$ cat config.mk
export PLATFORM = sky130hd
export DESIGN_NAME = snd_reg_bank
export DESIGN_NICKNAME = d
export VERILOG_FILES = /design/src/rtl/snd_regs_pkg.sv /design/src/rtl/snd_power_fsm.sv /design/src/rtl/snd_ctrl_regs.sv /design/src/rtl/snd_wave_ram.sv /design/src/rtl/snd_reg_bank.sv
export SDC_FILE = /design/constraint.sdc
export NUM_CORES = 1
export LEC_CHECK = 0
export CORE_MARGIN = 5
export CORE_UTILIZATION = 30
export DETAILED_ROUTE_END_ITERATION = 6
export GPL_ROUTABILITY_DRIVEN = 0
export MAX_ROUTING_LAYER = met4
export PLACE_DENSITY = 0.44
export SLEW_MARGIN = 5
export SYNTH_ARGS = -nofsm -noshare
export SYNTH_HDL_FRONTEND = slang
export SYNTH_HIERARCHICAL = 1
export SYNTH_SLANG_ARGS = --single-unit
$ cat constraint.sdc
create_clock -name clk -period 3.1 [get_ports clk]
set_input_delay 0.62 -clock clk [delete_from_list [all_inputs] [get_ports clk]]
set_output_delay 0.62 -clock clk [all_outputs]
set_load 0.05 [all_outputs]
$ cat src/rtl/snd_regs_pkg.sv
package snd_regs_pkg;

    localparam int NCTRL   = 20;
    localparam int PWR_IDX = 20;
    localparam int NREG    = 21;

    localparam int P1_SWEEP = 0;
    localparam int P1_DUTY  = 1;
    localparam int P2_DUTY  = 5;
    localparam int W_LEN    = 10;
    localparam int N_LEN    = 14;
    localparam int M_VOL    = 18;
    localparam int M_ROUTE  = 19;

    localparam logic [7:0] VOL_RST   = 8'h77;
    localparam logic [7:0] ROUTE_RST = 8'hF3;

    typedef enum logic {
        PWR_OFF = 1'b0,
        PWR_ON  = 1'b1
    } pwr_state_e;

    function automatic logic [7:0] rd_mask(input int idx);
        case (idx)
            0:       return 8'h80;
            1, 5:    return 8'h3F;
            2, 6:    return 8'h00;
            3, 7:    return 8'hFF;
            4, 8:    return 8'hBF;
            9:       return 8'h7F;
            10, 12:  return 8'hFF;
            11:      return 8'h9F;
            13:      return 8'hBF;
            14:      return 8'hFF;
            15, 16:  return 8'h00;
            17:      return 8'hBF;
            18, 19:  return 8'h00;
            default: return 8'hFF;
        endcase
    endfunction

    function automatic logic len_keep(input int idx);
        return (idx == W_LEN) || (idx == N_LEN);
    endfunction

    function automatic logic duty_reg(input int idx);
        return (idx == P1_DUTY) || (idx == P2_DUTY);
    endfunction

endpackage

$ cat src/rtl/snd_power_fsm.sv
module snd_power_fsm
    import snd_regs_pkg::*;
(
    input  logic clk,
    input  logic rst_n,
    input  logic pwr_wr,
    input  logic pwr_bit,
    output logic pwr_on,
    output logic clr_all
);

    pwr_state_e state_q, state_n;

    always_ff @(posedge clk) begin
        if (!rst_n) state_q <= PWR_ON;
        else        state_q <= state_n;
    end

    always_comb begin
        state_n = state_q;
        unique case (state_q)
            PWR_ON:  if (pwr_wr && !pwr_bit) state_n = PWR_OFF;  // POWER_DOWN
            PWR_OFF: if (pwr_wr &&  pwr_bit) state_n = PWR_ON;   // POWER_UP
        endcase
    end

    always_comb begin
        pwr_on  = (state_q == PWR_ON);
        clr_all = (state_q == PWR_ON) && (state_n == PWR_OFF);
    end

    assert_power_down_R5: assert property (@(posedge clk) disable iff (!rst_n)
        (pwr_wr && !pwr_bit) |=> !pwr_on);

    assert_power_up_R3: assert property (@(posedge clk) disable iff (!rst_n)
        (pwr_wr && pwr_bit) |=> pwr_on);

endmodule

$ cat src/rtl/snd_ctrl_regs.sv
module snd_ctrl_regs
    import snd_regs_pkg::*;
#(
    parameter bit LEGACY_MODEL = 1'b1,
    parameter int ADDR_W       = 6
) (
    input  logic              clk,
    input  logic              rst_n,
    input  logic              wr_en,
    input  logic [ADDR_W-1:0] addr,
    input  logic [7:0]        wdata,
    input  logic              pwr_on,
    input  logic              clr_all,
    output logic [7:0]        rd_val,
    output logic [NREG-1:0]   stb,
    output logic [7:0]        stb_data
);

    logic [NCTRL-1:0][7:0] q;

    for (genvar g = 0; g < NCTRL; g++) begin : g_reg
        localparam logic [7:0] RV = (g == M_VOL)   ? VOL_RST :
                                    (g == M_ROUTE) ? ROUTE_RST : 8'h00;
        localparam bit KEEP = LEGACY_MODEL && len_keep(g);
        logic [7:0] r;
        always_ff @(posedge clk) begin
            if (!rst_n)
                r <= RV;
            else if (clr_all)
                r <= 8'h00;
            else if (wr_en && addr == ADDR_W'(g) && (pwr_on || KEEP))
                r <= wdata;
        end
        assign q[g] = r;
    end

    always_comb begin
        rd_val = 8'hFF;
        for (int i = 0; i < NCTRL; i++)
            if (addr == ADDR_W'(i)) rd_val = q[i] | rd_mask(i);
    end

    logic [NREG-1:0] stb_n;
    logic [7:0]      sd_n;

    always_comb begin
        stb_n = '0;
        sd_n  = wdata;
        if (wr_en) begin
            for (int i = 0; i < NREG; i++) begin
                if (addr == ADDR_W'(i)) begin
                    if (i == PWR_IDX || pwr_on || (LEGACY_MODEL && len_keep(i))) begin
                        stb_n[i] = 1'b1;
                    end else if (LEGACY_MODEL && duty_reg(i)) begin
                        stb_n[i] = 1'b1;
                        sd_n     = wdata & 8'h3F;
                    end
                end
            end
        end
    end

    always_ff @(posedge clk) begin
        if (!rst_n) begin
            stb      <= '0;
            stb_data <= 8'h00;
        end else begin
            stb      <= stb_n;
            stb_data <= sd_n;
        end
    end

    logic [7:0] gated_or;
    always_comb begin
        gated_or = 8'h00;
        for (int i = 0; i < NCTRL; i++)
            if (!(LEGACY_MODEL && len_keep(i))) gated_or |= q[i];
    end

    assert_off_zero_R4: assert property (@(posedge clk) disable iff (!rst_n)
        !pwr_on |-> (gated_or == 8'h00));

    assert_stb_onehot_R8: assert property (@(posedge clk) disable iff (!rst_n)
        $onehot0(stb));

    assert_stb_status_R8: assert property (@(posedge clk) disable iff (!rst_n)
        (wr_en && addr == ADDR_W'(PWR_IDX)) |=> (stb[PWR_IDX] && stb_data == $past(wdata)));

endmodule

$ cat src/rtl/snd_wave_ram.sv
module snd_wave_ram #(
    parameter bit LEGACY_MODEL = 1'b1,
    parameter int WAVE_BYTES   = 16,
    localparam int BW          = $clog2(WAVE_BYTES),
    localparam int PW          = $clog2(2 * WAVE_BYTES)
) (
    input  logic          clk,
    input  logic          rst_n,
    input  logic          wr_en,
    input  logic [BW-1:0] byte_addr,
    input  logic [7:0]    wdata,
    input  logic          playing,
    input  logic [PW-1:0] pos,
    input  logic          window,
    output logic [7:0]    rdata
);

    logic [7:0] mem [WAVE_BYTES];
    logic [BW-1:0] cur;
    logic [BW-1:0] wr_idx;
    logic          wr_ok;

    assign cur = BW'(pos >> 1);

    always_comb begin
        if (!playing || !LEGACY_MODEL) begin
            wr_idx = byte_addr;
            wr_ok  = wr_en;
        end else begin
            wr_idx = cur;
            wr_ok  = wr_en && window;
        end
    end

    always_ff @(posedge clk) begin
        if (!rst_n) begin
            for (int i = 0; i < WAVE_BYTES; i++) mem[i] <= 8'h00;
        end else if (wr_ok) begin
            mem[wr_idx] <= wdata;
        end
    end

    always_comb begin
        if (!playing)                     rdata = mem[byte_addr];
        else if (window || !LEGACY_MODEL) rdata = mem[cur];
        else                              rdata = 8'hFF;
    end

    logic [8*WAVE_BYTES-1:0] mem_flat;
    always_comb
        for (int i = 0; i < WAVE_BYTES; i++) mem_flat[8*i +: 8] = mem[i];

    assert_blind_drop_R11: assert property (@(posedge clk) disable iff (!rst_n)
        (LEGACY_MODEL && playing && !window) |=> $stable(mem_flat));

    assert_idle_write_R9: assert property (@(posedge clk) disable iff (!rst_n)
        (wr_en && !playing) |=> (mem[$past(byte_addr)] == $past(wdata)));

endmodule

$ cat src/rtl/snd_reg_bank.sv
module snd_reg_bank
    import snd_regs_pkg::*;
#(
    parameter bit LEGACY_MODEL = 1'b1,
    parameter int ADDR_W       = 6,
    parameter int WAVE_BASE    = 32,
    parameter int WAVE_BYTES   = 16
) (
    input  logic                              clk,
    input  logic                              rst_n,
    input  logic                              bus_wr,
    input  logic [ADDR_W-1:0]                 bus_addr,
    input  logic [7:0]                        bus_wdata,
    output logic [7:0]                        bus_rdata,
    input  logic [3:0]                        ch_active,
    input  logic                              wave_playing,
    input  logic [$clog2(2*WAVE_BYTES)-1:0]   wave_pos,
    input  logic                              wave_window,
    output logic [NREG-1:0]                   reg_stb,
    output logic [7:0]                        stb_data
);

    localparam int BW = $clog2(WAVE_BYTES);

    logic pwr_on, clr_all, pwr_wr, wave_hit;
    logic [BW-1:0] wave_off;
    logic [7:0] ctrl_rd, wave_rd;

    assign pwr_wr   = bus_wr && (bus_addr == ADDR_W'(PWR_IDX));
    assign wave_hit = (int'(bus_addr) >= WAVE_BASE) && (int'(bus_addr) < WAVE_BASE + WAVE_BYTES);
    assign wave_off = BW'(bus_addr - ADDR_W'(WAVE_BASE));

    snd_power_fsm u_fsm (
        .clk     (clk),
        .rst_n   (rst_n),
        .pwr_wr  (pwr_wr),
        .pwr_bit (bus_wdata[7]),
        .pwr_on  (pwr_on),
        .clr_all (clr_all)
    );

    snd_ctrl_regs #(.LEGACY_MODEL(LEGACY_MODEL), .ADDR_W(ADDR_W)) u_regs (
        .clk      (clk),
        .rst_n    (rst_n),
        .wr_en    (bus_wr),
        .addr     (bus_addr),
        .wdata    (bus_wdata),
        .pwr_on   (pwr_on),
        .clr_all  (clr_all),
        .rd_val   (ctrl_rd),
        .stb      (reg_stb),
        .stb_data (stb_data)
    );

    snd_wave_ram #(.LEGACY_MODEL(LEGACY_MODEL), .WAVE_BYTES(WAVE_BYTES)) u_wave (
        .clk       (clk),
        .rst_n     (rst_n),
        .wr_en     (bus_wr && wave_hit),
        .byte_addr (wave_off),
        .wdata     (bus_wdata),
        .playing   (wave_playing),
        .pos       (wave_pos),
        .window    (wave_window),
        .rdata     (wave_rd)
    );

    always_comb begin
        if (wave_hit)                                bus_rdata = wave_rd;
        else if (bus_addr == ADDR_W'(PWR_IDX))       bus_rdata = {pwr_on, 3'b111, ch_active};
        else                                         bus_rdata = ctrl_rd;
    end

    assert_wave_no_stb_R8: assert property (@(posedge clk) disable iff (!rst_n)
        (bus_wr && wave_hit) |=> (reg_stb == '0));

endmodule

## Word level (Yosys, flattened, before mapping)

Memory sizes are Yosys's and may differ from the RTL's.
Index checks and enable logic that the tools add are counted.

- Bits in registers: 190
- RAM bits: 128
- Input bits: 28
- Output and inout bits: 37
- Logic and storage cells: 227
- Memories kept: 1

Memory list:

| name | depth | width | read ports | clocked after Yosys merged registers in | wr ports | line | text |
|---|---|---|---|---|---|---|---|
| u_wave.mem | 16 | 8 | 2 | 0 | 16 | snd_wave_ram.sv:18 | `logic [7:0] mem [WAVE_BYTES];` |

- Add/sub/neg operators: 1
- Order comparisons: 2
- Equality and inequality tests: 20
- Multiplexer cells: 71
- Bitwise operators: 23
- Reductions and logical operators: 68

Operators with widths:

| operator | number |
|---|---|
| 2-to-1 mux 8 bit | 52 |
| bitwise OR 8 bit | 20 |
| == test 6 x 4 -> 1 bit (second input constant) | 8 |
| AND reduction 3 bit | 16 |
| logical AND 1 bit | 45 |
| == test 6 x 5 -> 1 bit (second input constant) | 5 |
| == test 6 x 3 -> 1 bit (second input constant) | 4 |
| 2-to-1 mux 1 bit | 14 |
| 2-to-1 mux 7 bit | 2 |
| == test 6 x 2 -> 1 bit (second input constant) | 2 |
| 2-to-1 mux 4 bit | 2 |
| OR reduction 8 bit | 1 |
| == test 6 x 1 -> 1 bit (second input constant) | 1 |
| >= comparator 6 bit (second input constant) | 1 |
| zero test 6 bit | 1 |
| < comparator 6 bit (second input constant) | 1 |
| nonzero test 2 bit | 2 |
| subtractor 4 x 1 -> 4 bit (second input constant) | 1 |
| NOT 1 bit | 3 |
| one-hot mux 1 bit (2 select lines) | 1 |
| AND reduction 2 bit | 1 |
| OR reduction 2 bit | 1 |
| zero test 1 bit | 1 |

## Logic depth before layout (Yosys ltp)

Gate-level depths: netlist of the first run.

- Word-level depth: 25
- Gate-level depth with buffers: 9
- Gate-level depth less buffers: 6

## Cells and area by module

The synthesis of the first run kept the hierarchy.

Modules (own cells, without submodules):

| module | times used | cells each | area an instance (um2) | seq. area each (um2) |
|---|---|---|---|---|
| snd_wave_ram | 1 | 524 | 7,299.5 | 3,843.7 |
| snd_ctrl_regs | 1 | 419 | 3,986.3 | 1,901.8 |
| snd_reg_bank | 1 | 40 | 237.7 | 0.0 |
| snd_power_fsm | 1 | 4 | 43.8 | 20.0 |

## Worst setup path before layout of the first run

Ideal clock, no wire load.

- Path type: input to output
- Start point: in bus_addr[5]
- End point: out bus_rdata[6]
- Arrival: 2,762 ps
- Data required time: 2,480 ps
- Slack: -282 ps
- Stages: 7
- Buffers on the path: 1
- Cell sequence: clkbuf_1 > nor4_1 > a32o_1 > a31oi_1 > a22oi_1 > nor2_1 > a21oi_1

- Cells in the longest elaborated chain, start to end: 23
- Elaborated cells on any way between the ends: 46
- Classes of those cells: order compare: 2; eq/ne: 20; mux: 22; reduce/logical: 2

RTL lines:

| item | line | text |
|---|---|---|
| from (decl) | snd_reg_bank.sv:12 | `input logic [ADDR_W-1:0] bus_addr,` |
| zero test 6 bit | snd_ctrl_regs.sv:40 | `if (addr == ADDR_W'(i)) rd_val = q[i] \| rd_mask(i);` |
| 2-to-1 mux 8 bit (19 in a row) | snd_ctrl_regs.sv:40 |  |
| 2-to-1 mux 8 bit * | snd_ctrl_regs.sv:40 |  |
| named net ctrl_rd[6] | snd_reg_bank.sv:27 | `logic [7:0] ctrl_rd, wave_rd;` |
| 2-to-1 mux 8 bit * | snd_reg_bank.sv:69 | `else if (bus_addr == ADDR_W'(PWR_IDX)) bus_rdata = {pwr_on, 3'b111, ch_active};` |
| 2-to-1 mux 8 bit * | snd_reg_bank.sv:68 | `if (wave_hit) bus_rdata = wave_rd;` |
| to (decl) | snd_reg_bank.sv:14 | `output logic [7:0] bus_rdata,` |

The timed path passes the listed nets; every way through them passes the cells marked *.

## Worst setup path in the final report of the first run

Same ends and word-level chain as after synthesis.

==> metrics.txt, run 1 <==
Avg Cell Area, Syn=11.7 sq um; Fill cells=3781; Slew @ Worst Pin=644 ps; Max-Cap Viols=0; Tcrit/Tclk final=1.00; total global routing overflow=0; # rows=72; CTS tree=yes; Storage cell area=0.00577 sq mm; Final WS setup=0.888 ps; Async SR Flop Fraction=0; DRC errors left=0; placed cell count=1653; synth unique cells=71; RSZ-0062 raised after global routing=yes; Startpoint Class=input pin; RR Startpoint=u_fsm/pwr_on; die area=0.0426 sq mm; Layout area overhead=34.4%; Fin. Hold Viols=0; count of pins over their slew limit=0; pre-CTS setup slack=-519 ps; Worst R2R Path Depth=5; hold worst-path end=u_regs/g_reg[15].r[6]; Final setup viols=0; cell taking the most area after synthesis=edfxtp_1; Final Net Count=1218; Synth area leaders=edfxtp_1 33%, dfxtp_1 17%, mux2i_1 10%; worst hold path class=register to register; CTS Buf Count=26; Finished Layout Cells=1730; initial drt markers=652; Overall Global Routing Usage=0.198; PD cells=475 mW/mm^2; fmax=323 MHz; LEAKAGE=5.98 nW; Max clock buf depth=3; worst clock skew=11.3 ps; Worst setup EP type=primary output; cell count after synthesis=987; post-detail-place hpwl=28.8 mm; CTS H-tree depth=1; Routed Wire Length=41.2 mm; drt wl/cell=23.8 um; Final Cell Area=0.0155 sq mm; # clock sinks=224; worst-skew pair later-pin latency=550 ps; vias per cell=5.09; Hold Buf Count CTS=0; die width=206 um; Critical Path AT=2480 ps; IO buf count=63; Core Util, Final=0.405; worst vdd ir=386 uV; 1st-pass router iterations=5; Synth top area share=0.332; Slew headroom=0.571; Ys Warns=6; largest net degree at the start of global routing=32; Core Area=0.0384 sq mm; Hold Path Depth=2; Post-synth top cells=139 x and2_1, 128 x edfxtp_1, 120 x mux2i_1; Reg2Reg Setup Slack=1300 ps; ys flop type=edfxtp_1; Mapped Area=0.0116 sq mm; min-delay src=u_regs/g_reg[15].r[6]; most frequent cell after synthesis=and2_1; antenna viol nets, final=0; syn nets=1015; fin crit period=3100 ps; multi-input combinational cell area=0.00581 sq mm; outcome=finished clean; worst path required time=2480 ps; total power=7.38 mW; antenna violations before repair=1; number of global-route vias before repair=8982; post-synthesis sequential area ratio=0.498; CTS root buffer=clkbuf_16; Yosys reg bits=224; dpl cell area=0.0139 sq mm; Setup CP Type=input pin to primary output; io pins=65; first-pass GRT wire length=60.3 mm; fraction of layout cells with a size suffix above 1=0.334; capturing point of the worst reg2reg path=u_regs/g_reg[15].r[4]; Post-synth EDFFs=128; Worst Path Max Fanout=8; Initial Util=0.301; vias post-DR=8800; Die Span Y=206 um; Clock Pin Slew Worst Setup and Hold Paths=50 ps
-- area by class of cell --
cell class,count,share of cell area
Clock inverter,15,0.00724
Timing Repair Buffer,248,0.159
Inverter,5,0.00121
Tap cell,518,0.0417
Antenna cell,2,0.000322
Clock buffer,33,0.0455
Sequential cell,224,0.371
Multi-Input combinational cell,685,0.374
-- repair_timing --
item,in CTS,in global routing
cloned,6,2
endpoints found under the setup margin,8,8
pin swaps,25,18
gates resized for setup,106,30
setup buffers,19,3
-- report_power, final --
group / internal, mW / switching, mW / total, mW
Clock: 1.70 / 1.26 / 2.95
Sequential: 3.24 / 0.0914 / 3.33
Combinational: 0.499 / 0.594 / 1.09
Total: 5.43 / 1.94 / 7.38
-- layer usage --
layer  wire length (um)  vias to the layer above  global-route usage
met5                  0                        -                   -
met4                959                        0              0.0449
met1              18300                     4409               0.265
met3               1870                       65              0.0231
met2              20100                      251               0.326
li1                   -                     4075                   -
-- worst max-delay path by stage --
stage | from | end | slack [ps] | cells past startpoint
floorplan | bus_addr[5] | bus_rdata[6] | 20 | 7
global placement | wave_pos[1] | bus_rdata[4] | -520 | 10
detailed placement | bus_addr[3] | bus_rdata[0] | -520 | 8
CTS | u_wave/mem[12][6] | bus_rdata[6] | -8 | 8
global route | u_wave/mem[15][3] | bus_rdata[3] | -70 | 8
finish | bus_addr[5] | bus_rdata[6] | 0.9 | 10
-- cells in the final DEF (no fill, tap or decap), types with 7 or more instances in the layout --
cell / Yosys / routed
dfxtp_1: 96 / 96
edfxtp_1: 128 / 128
a221oi_2: 1 / 9
and2_1: 139 / 138
a22oi_1: 9 / 8
o22ai_1: 9 / 8
clkbuf_16: 0 / 28
buf_4: 7 / 153
nand2_1: 37 / 29
a21oi_2: 1 / 11
nor2_2: 18 / 19
o21ai_1: 41 / 42
nand2_2: 0 / 7
nor3_1: 13 / 10
clkinv_2: 0 / 7
a21oi_1: 21 / 10
buf_12: 1 / 23
nor2_1: 82 / 75
clkdlybuf4s50_1: 0 / 45
nand3_1: 23 / 21
mux4_2: 36 / 40
mux2i_1: 120 / 120
a221oi_1: 16 / 7
nor2b_1: 13 / 9
buf_6: 4 / 11
mux2_2: 13 / 9
-- state kept, by name, summed over array words and instances, names as in the netlist --
| name | count |
|---|---|
| u_regs/stb | 21 |
| u_wave/mem | 128 |
| u_regs/stb_data | 8 |
| u_regs/g.r | 66 |
| u_fsm/pwr_on | 1 |
-- cell families after synthesis --
kind of cell           count (synthesis)  synth area share
DFF                                  224             0.498
buffers and inverters                 78            0.0356
AOI/OAI and AO/OA                    145            0.0895
muxes                                174             0.198
and+or+nand+nor                      366             0.179
-- worst max-delay path: stages --
cell and delay (ps):
buf_2 100, buf_6 130, buf_6 120, or4_4 600, nand4b_1 250, nand4_1 120, a22oi_1 90, nor2_1 180
a21oi_2 100, buf_6 160
-- stage by stage --
step	hold slack [ps]	setup TNS, ps
after global placement	469	-3700
final	489	0
after global routing	521	-368
after CTS	499	-14.8
after floorplan	453	0
after detailed placement	484	-3730
No activity file was read; power rests on OpenSTA's default activity.
==> inputs of run 2 (changes only) <==
GPL_TIMING_DRIVEN = 0   (was unset)
SLEW_MARGIN = unset   (was 5)
==> run 2 against run 1 <==
  * Cell count decreased by 5.8%
  * Largest cell class unchanged
  * Clock power increased by 8.1%
  * Combinational power decreased by 10%
  * Setup slack improved by 44 ps
  * Worst hold slack got worse by 12 ps
  * Die area unchanged
  * Sequential share of layout area increased by 2.4 points
  * Cell area decreased by 6.1%
==> metrics.txt, run 2 (synthesis gave the netlist of run 1 again) <==
PD cells=512 mW/mm^2 (+7.8%); Die Span Y=206 um (unchanged); worst-skew pair later-pin latency=540 ps (about the same); WP buf/inv=4 (unchanged); net switching power=1.90 mW (-2.3%); Routed Wire Length=39.3 mm (-4.8%); # rows=72 (unchanged); placed cell count=1565 (-5.3%); DRC errors left=0 (unchanged); drt wl/cell=24.1 um (+1.1%); Slew @ Worst Pin=995 ps (+351 ps); Clk pwr share=0.427 (+0.027); LEAKAGE=5.32 nW (-11%); Seq pwr share=0.442 (-0.010); met2 usage=0.312 (-0.0137); Layout area overhead=26.1%; number of global-route vias before repair=8769 (-2.4%); critical path cell sequence=buf_6, buf_8, buf_12, mux4_2, a221oi_4, a32oi_4, nor2_2, a21oi_2, buf_6; initial drt markers=704 (+8.0%); fraction of layout cells with a size suffix above 1=0.258 (-0.0762); met3 Track Usage GR=0.0279 (+0.00486); largest registers=u_wave/mem (128), u_regs/g.r (66), u_regs/stb (21); CP max-delay cell=mux4_2; CTS Buf Count=26 (unchanged); Final Cell Area=0.0146 sq mm (-6.1%); worst path required time=2480 ps (about the same); Fin. Hold Viols=0 (unchanged); Startpoint Class=input pin; CTS H-tree depth=1 (unchanged); CP max stage delay=560 ps (-40 ps); antenna violations before repair=2 (+1); die width=206 um (unchanged); die area=0.0426 sq mm (unchanged); Power Internal=5.56 mW (+2.4%); leading cell types in the layout, fill and taps excluded=137 x and2_1, 128 x edfxtp_1, 116 x mux2i_1; Overall Global Routing Usage=0.188 (-0.00981); Clock Pin Slew Worst Setup and Hold Paths=60 ps (about the same); largest net degree at the start of global routing=16 (-50%); worst vdd ir=430 uV (+11%); Reg with most FFs=u_wave/mem; IO buf count=60 (-4.8%); Tcrit/Tclk final=0.986 (-0.0142); GRT Max-Usage Layer=met2; switch share=0.254 (-0.00897); vias per cell=5.17 (+1.6%); Worst setup EP type=primary output; RSZ-0062 raised after global routing=no; antenna viol nets, final=0 (unchanged); Slew headroom=0.332 (-0.239); Max-Cap Viols=0 (unchanged); worst hold path class=register to register; Final setup viols=0 (unchanged); CTS root buffer=clkbuf_16; post-detail-place hpwl=28.7 mm (-0.46%); Core Area=0.0384 sq mm (unchanged); worst clock skew=11.7 ps (+0.419 ps); most common cell after layout, fill and taps aside=and2_1; Setup CP Type=input pin to primary output; M1 GR Usage=0.235 (-0.0305); max reg flops=128 (unchanged); Crit path max-delay family=buffers and inverters; vias post-DR=8428 (-4.2%); fmax=327 MHz (+1.4%); outcome=finished clean; Initial Util=0.301 (unchanged); 1st-pass router iterations=5 (unchanged); fin crit period=3060 ps (-43.9 ps); most used cell, CP=buf_6; # clock sinks=224 (unchanged); total global routing overflow=0 (unchanged); Critical Path AT=2440 ps (-40 ps); dpl cell area=0.0128 sq mm (-7.5%); first-pass GRT wire length=57.4 mm (-4.8%); Finished Layout Cells=1630 (-5.8%); Max clock buf depth=3 (unchanged); Final Net Count=1119 (-8.1%); io pins=65 (unchanged); Worst Path Max Fanout=6 (-2); Comb power frac=0.131 (-0.017); CTS tree=yes; count of pins over their slew limit=0 (unchanged)
-- run 2: changes by cell type in the layout (fill, tap and decap cells not counted), moves of 6 or more --
cell / before / now
buf_2: 4 / 11
nor2_4: 6 / 0
buf_6: 11 / 18
nor2_2: 19 / 27
clkbuf_4: 1 / 8
clkbuf_1: 4 / 29
buf_4: 153 / 28
buf_12: 23 / 6
-- run 2: layout make-up --
type                    count  area, sq um
plain buffers              67          528
clock buffers              41          807
fillers                  3777        23800
inverters                   5         18.8
well taps                 518          648
repair buffers             82          805
diodes                      2         5.00
multi-input cells         685         5930
clock inverters             6         80.1
flip-flops and latches    224         5770
-- run 2: power by group through the flow --
stage / Sequential, mW / Clock (mW) / Combinational (mW)
4_1_cts: 3.30 / 3.27 / 0.960
5_1_grt: 3.31 / 3.41 / 1.03
3_5_place_dp: 3.36 / 0 / 0.837
3_3_place_gp: 3.36 / 0 / 0.835
6_report: 3.30 / 3.19 / 0.976
2_1_floorplan: 3.35 / 0 / 0.500
-- run 2: what timing repair did --
action	in CTS	in global routing
buffers inserted	15	4
gates resized for setup	210	40
cloned	3	0
endpoints found under the setup margin	59	16
hold buffers	0	0
pin swaps	30	19
-- run 2: worst paths after layout --
kind	startpoint	endpoint	slack [ps]	cells after the start
worst min-delay path	u_regs/g_reg[19].r[3]	u_regs/g_reg[19].r[3]	480	2
worst min register to register	u_regs/g_reg[19].r[3]	u_regs/g_reg[19].r[3]	480	2
worst max-delay path	bus_addr[0]	bus_rdata[1]	40	9
worst max register to register	u_fsm/pwr_on	u_regs/g_reg[0].r[1]	860	6
-- run 2: tightest hold or removal path, stage by stage, from the launching register on --
cell	delay [ps]
dfxtp_1	310
o21ai_0	60
a21oi_1	60
-- run 2: per-layer routing --
layer | vias up | part of all wire
li1 | 3882 | -
met1 | 4205 | 0.42
met2 | 253 | 0.49
met4 | 0 | 0.039
met5 | - | 0
met3 | 88 | 0.050
-- run 2: per-stage QoR --
stage	util	TNS (ps)	hold WS, ps	worst slack, ps	total power [mW]
finish	0.380	0	478	44.8	7.46
global route	0.380	0	508	0.481	7.75
CTS	0.377	0	455	2.93	7.53
detailed placement	0.335	-93980	466	-2100	4.20
global placement	0.335	-91810	461	-2180	4.20
floorplan	-	0	453	15.8	3.85
